[src/rtl/pcint_pkg.sv]
package pcint_pkg;

   localparam int REG_W  = 8;
   localparam int GRP_W  = 8;
   localparam int MAX_GRP = 8;

   typedef logic [REG_W-1:0] reg_byte_t;

   // zero-extend a group vector into a bus byte
   function automatic reg_byte_t widen_to_byte(input logic [MAX_GRP-1:0] v, input int n);
      reg_byte_t r;
      r = '0;
      for (int i = 0; i < MAX_GRP; i++) begin
         if (i < n) r[i] = v[i];
      end
      return r;
   endfunction

endpackage

[src/rtl/pcint_sync.sv]
module pcint_sync #(
   parameter int WIDTH  = 24,
   parameter int STAGES = 2
) (
   input  logic             clk_i,
   input  logic             rst_ni,
   input  logic [WIDTH-1:0] async_i,
   output logic [WIDTH-1:0] sync_o
);

   if (STAGES < 2) begin : g_bad_stages
      $error("pcint_sync: STAGES must be at least 2");
   end
   if (WIDTH < 1) begin : g_bad_width
      $error("pcint_sync: WIDTH must be positive");
   end

   logic [WIDTH-1:0] stage_q [STAGES];

   for (genvar s = 0; s < STAGES; s++) begin : g_stage
      if (s == 0) begin : g_first
         always_ff @(posedge clk_i) begin
            if (!rst_ni) stage_q[s] <= '0;
            else         stage_q[s] <= async_i;
         end
      end else begin : g_next
         always_ff @(posedge clk_i) begin
            if (!rst_ni) stage_q[s] <= '0;
            else         stage_q[s] <= stage_q[s-1];
         end
      end
   end

   assign sync_o = stage_q[STAGES-1];

endmodule

[src/rtl/pcint_group.sv]
module pcint_group
   import pcint_pkg::*;
#(
   parameter logic [GRP_W-1:0] PRESENT = 8'hFF
) (
   input  logic             clk_i,
   input  logic             rst_ni,
   input  logic [GRP_W-1:0] lvl_i,
   input  logic             mask_we_i,
   input  logic [GRP_W-1:0] mask_wdata_i,
   input  logic             clr_i,
   output logic [GRP_W-1:0] mask_o,
   output logic             chg_o,
   output logic             flag_o
);

   logic [GRP_W-1:0] prev_q;
   logic [GRP_W-1:0] mask_q;
   logic             flag_q;
   logic [GRP_W-1:0] toggled;

   if (PRESENT == '0) begin : g_empty_group
      $error("pcint_group: a group needs at least one present pin");
   end

   always_ff @(posedge clk_i) begin
      if (!rst_ni) prev_q <= '0;
      else         prev_q <= lvl_i;
   end

   always_ff @(posedge clk_i) begin
      if (!rst_ni)        mask_q <= '0;
      else if (mask_we_i) mask_q <= mask_wdata_i & PRESENT;
   end

   assign toggled = (lvl_i ^ prev_q) & mask_q;
   assign chg_o   = |toggled;

   // a new change takes priority over any clear
   always_ff @(posedge clk_i) begin
      if (!rst_ni)    flag_q <= 1'b0;
      else if (chg_o) flag_q <= 1'b1;
      else if (clr_i) flag_q <= 1'b0;
   end

   assign mask_o = mask_q;
   assign flag_o = flag_q;

endmodule

[src/rtl/pcint_ctrl.sv]
module pcint_ctrl
   import pcint_pkg::*;
#(
   parameter int                    NUM_GRP        = 3,
   parameter logic [NUM_GRP*8-1:0]  PIN_PRESENT    = 24'hFF7FFF,
   parameter int                    SYNC_STAGES    = 2,
   parameter int                    ADDR_W         = 8,
   parameter logic [ADDR_W-1:0]     ADDR_CTRL      = 8'h68,
   parameter logic [ADDR_W-1:0]     ADDR_FLAG      = 8'h3B,
   parameter logic [ADDR_W-1:0]     ADDR_MASK_BASE = 8'h6B
) (
   input  logic                   clk_i,
   input  logic                   rst_ni,
   input  logic [NUM_GRP*8-1:0]   pins_i,
   input  logic [ADDR_W-1:0]      bus_addr_i,
   input  logic                   bus_we_i,
   input  logic [7:0]             bus_wdata_i,
   output logic [7:0]             bus_rdata_o,
   input  logic [NUM_GRP-1:0]     ack_i,
   input  logic                   gie_i,
   output logic [NUM_GRP-1:0]     irq_o
);

   localparam int PIN_W = NUM_GRP * GRP_W;

   if (NUM_GRP < 1 || NUM_GRP > MAX_GRP) begin : g_bad_grp
      $error("pcint_ctrl: NUM_GRP must be 1..8");
   end
   if (ADDR_W < 1) begin : g_bad_addr
      $error("pcint_ctrl: ADDR_W must be positive");
   end

   logic [PIN_W-1:0]   pins_sync;
   logic [NUM_GRP-1:0] en_q;
   logic [NUM_GRP-1:0] grp_flag;
   logic [NUM_GRP-1:0] grp_chg;
   logic [NUM_GRP-1:0] grp_clr;
   logic [GRP_W-1:0]   grp_mask [NUM_GRP];
   logic               wr_ctrl;
   logic               wr_flag;

   pcint_sync #(
      .WIDTH  (PIN_W),
      .STAGES (SYNC_STAGES)
   ) u_sync (
      .clk_i   (clk_i),
      .rst_ni  (rst_ni),
      .async_i (pins_i),
      .sync_o  (pins_sync)
   );

   assign wr_ctrl = bus_we_i && (bus_addr_i == ADDR_CTRL);
   assign wr_flag = bus_we_i && (bus_addr_i == ADDR_FLAG);

   always_ff @(posedge clk_i) begin
      if (!rst_ni)      en_q <= '0;
      else if (wr_ctrl) en_q <= bus_wdata_i[NUM_GRP-1:0];
   end

   for (genvar g = 0; g < NUM_GRP; g++) begin : g_grp
      logic mask_we;
      assign mask_we    = bus_we_i && (bus_addr_i == ADDR_MASK_BASE + ADDR_W'(g));
      assign grp_clr[g] = ack_i[g] | (wr_flag & bus_wdata_i[g]);

      pcint_group #(
         .PRESENT (PIN_PRESENT[g*GRP_W +: GRP_W])
      ) u_group (
         .clk_i        (clk_i),
         .rst_ni       (rst_ni),
         .lvl_i        (pins_sync[g*GRP_W +: GRP_W]),
         .mask_we_i    (mask_we),
         .mask_wdata_i (bus_wdata_i),
         .clr_i        (grp_clr[g]),
         .mask_o       (grp_mask[g]),
         .chg_o        (grp_chg[g]),
         .flag_o       (grp_flag[g])
      );
   end

   always_comb begin
      bus_rdata_o = '0;
      if (bus_addr_i == ADDR_CTRL) begin
         bus_rdata_o = widen_to_byte(MAX_GRP'(en_q), NUM_GRP);
      end else if (bus_addr_i == ADDR_FLAG) begin
         bus_rdata_o = widen_to_byte(MAX_GRP'(grp_flag), NUM_GRP);
      end else begin
         for (int g = 0; g < NUM_GRP; g++) begin
            if (bus_addr_i == ADDR_MASK_BASE + ADDR_W'(g)) bus_rdata_o = grp_mask[g];
         end
      end
   end

   assign irq_o = grp_flag & en_q & {NUM_GRP{gie_i}};

endmodule

[config.mk]
export PLATFORM = sky130hd
export DESIGN_NAME = pcint_ctrl
export DESIGN_NICKNAME = d
export VERILOG_FILES = /design/src/rtl/pcint_pkg.sv /design/src/rtl/pcint_sync.sv /design/src/rtl/pcint_group.sv /design/src/rtl/pcint_ctrl.sv
export SDC_FILE = /design/constraint.sdc
export NUM_CORES = 1
export LEC_CHECK = 0
export CAP_MARGIN = 20
export CORE_ASPECT_RATIO = 1.25
export CORE_MARGIN = 1.5
export CORE_UTILIZATION = 45
export CTS_CLUSTER_DIAMETER = 200
export CTS_CLUSTER_SIZE = 28
export DETAILED_ROUTE_END_ITERATION = 7
export PLACE_DENSITY = 0.69
export SLEW_MARGIN = 10
export SYNTH_ARGS = -nofsm -noshare
export SYNTH_HDL_FRONTEND = slang
export SYNTH_SLANG_ARGS = --single-unit
[constraint.sdc]
create_clock -name clk_i -period 1.5 [get_ports clk_i]
set_clock_uncertainty 0.15 [all_clocks]
set_input_delay 0.15 -clock clk_i [delete_from_list [all_inputs] [get_ports clk_i]]
set_output_delay 0.15 -clock clk_i [all_outputs]
set_load 0.005 [all_outputs]
==> results_dict.tcl, run 1 <==
set metrics [dict create \
    route.detailed.drc 0 \
    root_buffer "clkbuf_8" \
    coreArea_sq_um 7790 \
    synth.avg_cell_area_sq_um 11.1 \
    fin_crit_ps 1590 \
    rsz0062_at_grt "true" \
    crit_chain "a222oi_1, inv_1, buf_2" \
    grt_pass1_vias 2534 \
    drv_cap 0 \
    crit_family "compound AO/OA/AOI/OAI gates" \
    synth_nets 374 \
    viasPerCell 4.89 \
    cp.arrival_ps 1290 \
    setup_viol 7 \
    cts_max_path_buffers 2 \
    critPathMaxStageDelay_ps 390 \
    worstMarginPinSlew_ps 361 \
    utilization 0.627 \
    path_class "flop to output port" \
    ir_drop_uv 638 \
    seq_area_frac_synth 0.542 \
    die_x_um 83.2 \
    cts.clk_slew.worst_paths_ps 90 \
    tritoncts "yes" \
    min_period_over_period 1.06 \
    start_util 0.465 \
    leakagePower_nw 2.34 \
    numPortBuffers 56 \
    cp-startpoint "g_grp[0].u_group.mask_o[6]" \
    cts-htree-levels 3 \
    place_ws_ps -833 \
    clkLatencyLatePin_ps 350 \
    drive_gt1_frac 0.287 \
    fin_ws_ps -88.9 \
    hp-class "input port to flop" \
    die_h_um 103 \
    synth.distinct_cells 29 \
    antenna_found_initial 0 \
    hold_viol 0 \
    rr_startpoint "g_grp[2].u_group.mask_o[4]" \
    setup_tns_ps -397 \
    drt_first_iter_violations 137 \
    start_kind "flop" \
    track_usage 0.189 \
    status "finished with violations" \
    fmax_mhz 629 \
    io-pin-count 58 \
    place.gp.congestion 0.894 \
    ant_nets 0 \
    ys_seq_elements 98 \
    grt_pass1_wl_um 12400 \
    power_mw 4.63 \
    worstPathRequired_ps 1200 \
    syn2layout_area_growth_pct 35.0 \
    routedWlPerCell_um 14.3 \
    power.density_nw_per_um2 947 \
    numCtsBuffers 9 \
    slowest_stage "a222oi_1" \
    drt-total-wl_um 7580 \
    num_rows 36 \
    synthCells 327 \
    first_pass_iters 4 \
    critical_path_buf_inv_count 2 \
    min_from "rst_ni" \
    place_hpwl_um 5380 \
    path_max_fanout 2 \
    slew_violations 0 \
    grt_start_max_net_pins 99 \
    syn-cell-area_sq_um 3620 \
    violations "setup timing" \
    die_area_sq_um 8600 \
    antennaDiodeCount 0 \
    max_slew_margin 0.760 \
    grt_remaining_overflow 0 \
    route.vias.total 2593 \
    holdBufCountCts 0 \
    nets 478 \
    clock-sinks 98 \
    ys.warnings.count 0 \
    end_kind "output port" \
]
==> placed cells by master, fill, tap and decap left out, drive strengths merged, types with 4 or more instances in the layout <==
master         instances
mux2i                 26
dfxtp                 98
xor2                  23
and3                   5
a222oi                 5
nand4                  4
a22oi                 16
and2                  72
inv                    7
clkbuf                11
buf                   65
clkdlybuf4s50         36
nor2b                 29
==> cell usage after synthesis (all sizes together) <==
master  count  area, sq um
a21oi       3         15.0
a22oi      16          120
and3        5         31.3
o31ai       3         22.5
nand4       4         37.5
inv         7         26.3
nor4b       1         23.8
a222oi      5         50.1
and2       72          450
nand3b      3         22.5
a22o        1         8.76
or2         1         6.26
and2b       1         7.51
and4bb      1         16.3
o21a        3         22.5
xor2       23          201
dfxtp      98         1960
nand4b      1         8.76
a311oi      3         26.3
buf         2         16.3
nor2b      29          181
a21o        3         22.5
clkbuf     11         41.3
mux2i      26          260
nand3       3         20.0
and4b       2         20.0
==> layout make-up <==
type,instances,area [sq um]
sequential,98,1990
timing repair buffer,106,908
fill,656,2910
tap,95,119
inverter,7,26.3
clock inverter,5,56.3
clock buffer,10,128
multi-input combinational,209,1660
==> flip-flops by register name (all words and copies together) (netlist names) <==
register / cells
g_grp.u_group.flag_o: 3
g_grp.u_group.prev_q: 23
g_grp.u_group.mask_o: 23
en_q: 3
u_sync.stage_q: 46
==> cell families (layout without fill, tap and decap cells) <==
family | count (synthesis) | after routing | share of synthesized area
flip-flops | 98 | 98 | 0.542
AND/OR/NAND/NOR | 123 | 123 | 0.228
buffers and inverters | 20 | 128 | 0.0232
XOR/XNOR | 23 | 23 | 0.0556
AO/OA/AOI/OAI | 37 | 37 | 0.0795
multiplexers | 26 | 26 | 0.0719
==> path summary, 6_finish.rpt <==
path                              to  depth (start not counted)  slack [ps]
min reg2reg    u_sync.stage_q[1][23]                          1         290
max reg2reg  g_grp[2].u_group.flag_o                          5          20
max                   bus_rdata_o[6]                          3         -90
min             u_sync.stage_q[0][4]                          3         150
==> metal layers <==
metal | up-vias | wire length [um] | global-route usage
met4 | 0 | 282 | 0.108
li1 | 1313 | - | -
met5 | - | 0 | 0
met2 | 71 | 3530 | 0.313
met1 | 1192 | 3440 | 0.228
met3 | 17 | 336 | 0.0468
==> power by group <==
group,internal [mW],switching (mW)
combinational,0.214,0.134
sequential,2.67,0.0267
clock,0.759,0.827
total,3.64,0.988
==> what timing repair did <==
action	CTS	global route
setup endpoints to repair	24	10
pin swaps	16	13
buffers inserted	10	1
resized for setup	101	13
==> metrics by stage <==
step / cells / hold WS (ps) / cell area [sq um]
6_report: 530 / 147 / 4890
5_1_grt: 530 / 144 / 4890
4_1_cts: 529 / 118 / 4850
3_5_place_dp: 504 / 267 / 4570
3_3_place_gp: 504 / 264 / 4570
2_1_floorplan: 327 / 127 / 3620
==> worst reg2reg max path: stages (launching register included) <==
cell and delay (ps):
dfxtp_2 330, buf_4 130, buf_4 120, a22oi_1 210, nand4_1 220, o21a_1 220
Note: power is estimated with default switching activity, not from simulation.
==> inputs of run 2 (changes only) <==
clock period = 2.1 ns   (was 1.5 ns; I/O delays follow)
==> run 2 against run 1 <==
The flow now finishes without violations. Register-to-register slack better by 660 ps. Critical endpoint unchanged. Sequential cell count stayed put. Clock power is 25% lower. Power is 28% lower. Largest power group unchanged. Die area stayed put. Design area is 4.9% lower. Count of clock-buffer cells in the layout is 4 higher. Utilization is 3.1 points lower. Cell count is 5.3% lower. Via count is 4.5% lower.
==> results_dict.tcl, run 2 (synthesis gave the netlist of run 1 again) <==
set metrics [dict create \
    place_hpwl_um 5300 \
    start_util 0.465 \
    numCtsBuffers 9 \
    start_kind "input port" \
    grt_use_met2 0.315 \
    rr_startpoint "g_grp[1].u_group.prev_q[3]" \
    worstPathRequired_ps 1740 \
    status "finished clean" \
    place_ws_ps -428 \
    antenna_found_initial 0 \
    leakagePower_nw 2.17 \
    rsz0062_at_grt "false" \
    fmax_mhz 497 \
    root_buffer "clkbuf_8" \
    setup_viol 0 \
    max_slew_margin 0.733 \
    tritoncts "yes" \
    grt_remaining_overflow 0 \
    grt_use_met3 0.0413 \
    viasPerCell 4.93 \
    cts.clk_slew.worst_paths_ps 80 \
    holdBufCountCts 0 \
    clkLatencyLatePin_ps 350 \
    final_cell_area_sq_um 4650 \
    grt_pass1_vias 2422 \
    hp-class "input port to flop" \
    cp.arrival_ps 1650 \
    drt-total-wl_um 7280 \
    io-pin-count 58 \
    grt_pass1_wl_um 12000 \
    cts-htree-levels 3 \
    drv_cap 0 \
    layout_common_cells "dfxtp_1, and2_1, clkdlybuf4s50_1" \
    place_area_sq_um 4430 \
    largest_register_ffs 46 \
    rrSetupSlack_ps 680 \
    placed_cells 485 \
    slew_violations 0 \
    cts_max_path_buffers 2 \
    met1_usage 0.221 \
    final_common_cell "dfxtp_1" \
    place.gp.congestion 0.841 \
    fin_crit_ps 2010 \
    min_period_over_period 0.958 \
    nFillCells 680 \
    r2r_end "g_grp[1].u_group.flag_o" \
    worstRegToRegCells 4 \
    fin_ws_ps 87.2 \
    power_mw 3.35 \
    die_area_sq_um 8600 \
    path_max_fanout 4 \
    num_rows 36 \
    power.density_nw_per_um2 722 \
    drt_first_iter_violations 122 \
    worstMarginPinSlew_ps 399 \
    top_usage_layer "met2" \
    ir_drop_uv 518 \
    antennaDiodeCount 0 \
    drive_gt1_frac 0.125 \
    setup_tns_ps 0 \
    coreArea_sq_um 7790 \
    hold_viol 0 \
    hold_path_depth 3 \
    syn2layout_area_growth_pct 28.4 \
    clock-sinks 98 \
    finalNonFillerCells 502 \
    numPortBuffers 56 \
    nets 449 \
    ff_latch_area_sq_um 1960 \
    path_class "input port to output port" \
    multi_input_area_sq_um 1600 \
    route.vias.total 2476 \
    ant_nets 0 \
    grt_start_max_net_pins 99 \
    min_to "g_grp[0].u_group.mask_o[7]" \
    route.detailed.drc 0 \
    routedWlPerCell_um 14.5 \
    min_from "rst_ni" \
    end_kind "output port" \
    largest-register "u_sync.stage_q" \
    track_usage 0.181 \
    first_pass_iters 4 \
    die_x_um 83.2 \
    die_h_um 103 \
]
==> run 2: metrics by stage <==
step | util | hold slack (ps)
6_report | 0.597 | 224
5_1_grt | 0.597 | 230
4_1_cts | 0.597 | 205
3_5_place_dp | 0.568 | 269
3_3_place_gp | 0.568 | 264
2_1_floorplan | - | 187
==> run 2: worst max-delay path by stage <==
stage	end	cells after the start	from
2_1_floorplan	bus_rdata_o[3]	5	bus_addr_i[0]
3_3_place_gp	bus_rdata_o[6]	7	bus_addr_i[6]
3_5_place_dp	bus_rdata_o[4]	7	bus_addr_i[7]
4_1_cts	bus_rdata_o[6]	7	bus_addr_i[2]
5_1_grt	bus_rdata_o[6]	7	bus_addr_i[2]
6_report	bus_rdata_o[6]	7	bus_addr_i[2]
==> run 2: where the power goes <==
group	leakage, nW	total [mW]	internal [mW]	switching (mW)
combinational	1.27	0.236	0.145	0.0914
clock	0.101	1.19	0.616	0.573
sequential	0.801	1.93	1.91	0.0190
==> run 2: critical path, cell delays in order <==
cell	delay (ps)
dlygate4sd2_1	260
and4b_2	290
and2_4	160
a222oi_1	270
buf_4	170
inv_1	30
dlygate4sd2_1	250
==> run 2: cell type report <==
cell class,instances,area share
clock buffer,14,0.0350
tap,95,0.0256
timing repair buffer,77,0.159
clock inverter,2,0.00754
inverter,7,0.00565
sequential,98,0.422
multi-input combinational,209,0.345
==> run 2: what timing repair did <==
action                     4_1_cts  5_1_grt
setup buffers                    1        0
setup endpoints to repair        8        1
pin swaps                        5        2
resized for setup               36        0
==> run 2: metal layers <==
metal | part of all wire | vias to the layer above
li1 | - | 1260
met1 | 0.45 | 1151
met2 | 0.49 | 55
met3 | 0.041 | 10
met4 | 0.018 | 0
met5 | 0 | -
==> inputs of run 3 (changes only) <==
ABC_AREA = 1   (was unset)
CORE_ASPECT_RATIO = 1.75   (was 1.25)
PLACE_DENSITY = 0.68   (was 0.69)
SLEW_MARGIN = unset   (was 10)
==> run 3 against run 2 <==
Count of clock-buffer cells in the layout down 3. Largest power group unchanged. Clock power grew 37%. Area after synthesis is 8.4% higher. Highest routed layer unchanged. Critical path type unchanged.
==> results_dict.tcl, run 3 <==
set metrics [dict create \
    status "finished clean" \
    ir_drop_uv 566 \
    root_buffer "clkbuf_16" \
    antenna_found_initial 0 \
    crit_chain "clkdlybuf4s50_1, nand2_1, nor3_4, buf_4, nand2_2, o21ai_2, nor2_1, nand3_1, dlygate4sd2_1" \
    cts-htree-levels 3 \
    synthDominantCellAreaShare 0.500 \
    largest-register "u_sync.stage_q" \
    ant_nets 0 \
    ys_async_sr_fraction 0 \
    route.vias.total 3280 \
    setup_tns_ps 0 \
    r2r_end "g_grp[2].u_group.flag_o" \
    power_mw 3.79 \
    synthCells 569 \
    worstPathRequired_ps 1740 \
    nFillCells 797 \
    numPortBuffers 56 \
    tritoncts "yes" \
    slowest_stage "clkdlybuf4s50_1" \
    grt_pass1_vias 3058 \
    numCtsBuffers 9 \
    io-pin-count 58 \
    routedWlPerCell_um 11.0 \
    grt_pass1_wl_um 13800 \
    hp-class "input port to flop" \
    fmax_mhz 501 \
    drt_first_iter_violations 119 \
    power.density_nw_per_um2 765 \
    drive_gt1_frac 0.0796 \
    layout_common_cells "nand2_1, inv_1, dfxtp_1" \
    die_h_um 127 \
    min_period_over_period 0.951 \
    ys.warnings.count 0 \
    cp-startpoint "bus_addr_i[6]" \
    critPathMaxStageDelay_ps 480 \
    synth_area_leaders "dfxtp_1, nand2_1, inv_1, nor2_1, nand3_1" \
    start_kind "input port" \
    cp.arrival_ps 1640 \
    synth.distinct_cells 20 \
    rr_startpoint "u_sync.stage_q[1][17]" \
    grt_start_max_net_pins 47 \
    worstMarginPinSlew_ps 426 \
    fin_hold_ws_ps 195 \
    num_rows 44 \
    synth_common_cells "nand2_1, inv_1, dfxtp_1" \
    synth.avg_cell_area_sq_um 6.90 \
    die_area_sq_um 9320 \
    drt-total-wl_um 8350 \
    final_common_cell "nand2_1" \
    clkLatencyLatePin_ps 330 \
    hold_viol 0 \
    max_slew_margin 0.716 \
    cts.clk_slew.worst_paths_ps 70 \
    rsz0062_at_grt "true" \
    syn2layout_area_growth_pct 26.1 \
    slew_violations 0 \
    leakagePower_nw 2.68 \
    largest_register_ffs 46 \
    synth.most_common_cell "nand2_1" \
    worstRegToRegCells 7 \
    path_class "input port to output port" \
    track_usage 0.195 \
    synth-edff-count 0 \
    first_pass_iters 5 \
    syn-cell-area_sq_um 3930 \
    die_x_um 73.6 \
    cp-endpoint "bus_rdata_o[0]" \
    fin_crit_ps 2000 \
    grt_remaining_overflow 0 \
    start_util 0.469 \
    nets 683 \
    drv_cap 0 \
    synth.largest_area_cell "dfxtp_1" \
    antennaDiodeCount 0 \
    synth_nets 616 \
    path_max_fanout 4 \
    place.gp.congestion 0.864 \
    route.detailed.drc 0 \
    end_kind "output port" \
    ys_seq_elements 98 \
    place_hpwl_um 6440 \
    yosys_most_used_dff "dfxtp_1" \
    rrSetupSlack_ps 830 \
    setup_viol 0 \
    coreArea_sq_um 8370 \
    seq_area_frac_synth 0.500 \
    viasPerCell 4.34 \
    cts_max_path_buffers 2 \
    clock-sinks 98 \
]
==> run 3: changes by cell type in the layout (fill, tap and decap cells not counted), sizes merged, moves of 10 or more <==
| cell | delta |
|---|---|
| nor2b | -29 |
| and2 | -72 |
| inv | +125 |
| nand3 | +36 |
| nor2 | +78 |
| nand2 | +176 |
| xor2 | -23 |
| dlygate4sd2 | -10 |
| mux2i | -26 |
| o21ai | +16 |
| a22oi | -16 |
==> run 3: worst max-delay path: cells and delay by family <==
| family | cells | cell delay [ps] |
|---|---|---|
| AOI/OAI and AO/OA | 1 | 120 |
| buffers and inverters | 3 | 870 |
| and+or+nand+nor | 5 | 430 |
==> run 3: report_power, final <==
| group | leakage [nW] | switching, mW | internal, mW |
|---|---|---|---|
| registers | 0.801 | 0.0233 | 1.91 |
| logic | 1.72 | 0.111 | 0.113 |
| clock network | 0.151 | 0.666 | 0.964 |
| total | 2.68 | 0.801 | 2.99 |
==> run 3: how the worst min path moves through the flow <==
stage / from / slack (ps) / end / cells past startpoint
after detailed placement: u_sync.stage_q[0][13] / 250 / u_sync.stage_q[1][13] / 2
final: rst_ni / 190 / g_grp[0].u_group.flag_o / 3
after global placement: u_sync.stage_q[0][9] / 240 / u_sync.stage_q[1][9] / 2
after global routing: rst_ni / 210 / g_grp[0].u_group.flag_o / 3
after CTS: rst_ni / 190 / g_grp[0].u_group.flag_o / 3
after floorplan: pins_i[0] / 160 / u_sync.stage_q[0][0] / 2
==> run 3: layout make-up <==
cell class,count,area (sq um),share of cell area
inverters,131,493,0.0995
flip-flops and latches,98,1960,0.396
clock inverters,5,61.3,0.0124
well taps,115,144,0.0291
multi-input cells,326,1400,0.282
clock buffers,11,243,0.0490
repair buffers,70,651,0.131
==> run 3: cell families (layout without fill, tap and decap cells) <==
kind of cell	count (synthesis)	after routing	synth area share
AO/OA/AOI/OAI	29	29	0.0382
buffers and inverters	145	217	0.148
flip-flops	98	98	0.500
AND/OR/NAND/NOR	297	297	0.314
==> run 3: through the flow <==
step / cells / util / setup slack [ps] / area [sq um]
after floorplan: 569 / - / 809 / 3930
after global placement: 739 / 0.554 / -215 / 4630
after detailed placement: 739 / 0.554 / -221 / 4630
after CTS: 756 / 0.590 / -172 / 4940
after global routing: 756 / 0.592 / -17.7 / 4950
final: 756 / 0.592 / 104 / 4950
==> run 3: routing by layer <==
metal  vias up  GRT usage  share of wire
met5         -          0              0
met4         0      0.114          0.051
met3        20     0.0453          0.047
met2        84      0.340           0.50
met1      1394      0.207           0.40
li1       1782          -              -
==> run 3: repair_timing <==
item / CTS / global route
hold buffers: 0 / 0
setup endpoints to repair: 8 / 7
resized for setup: 10 / 18
setup buffers: 1 / 0
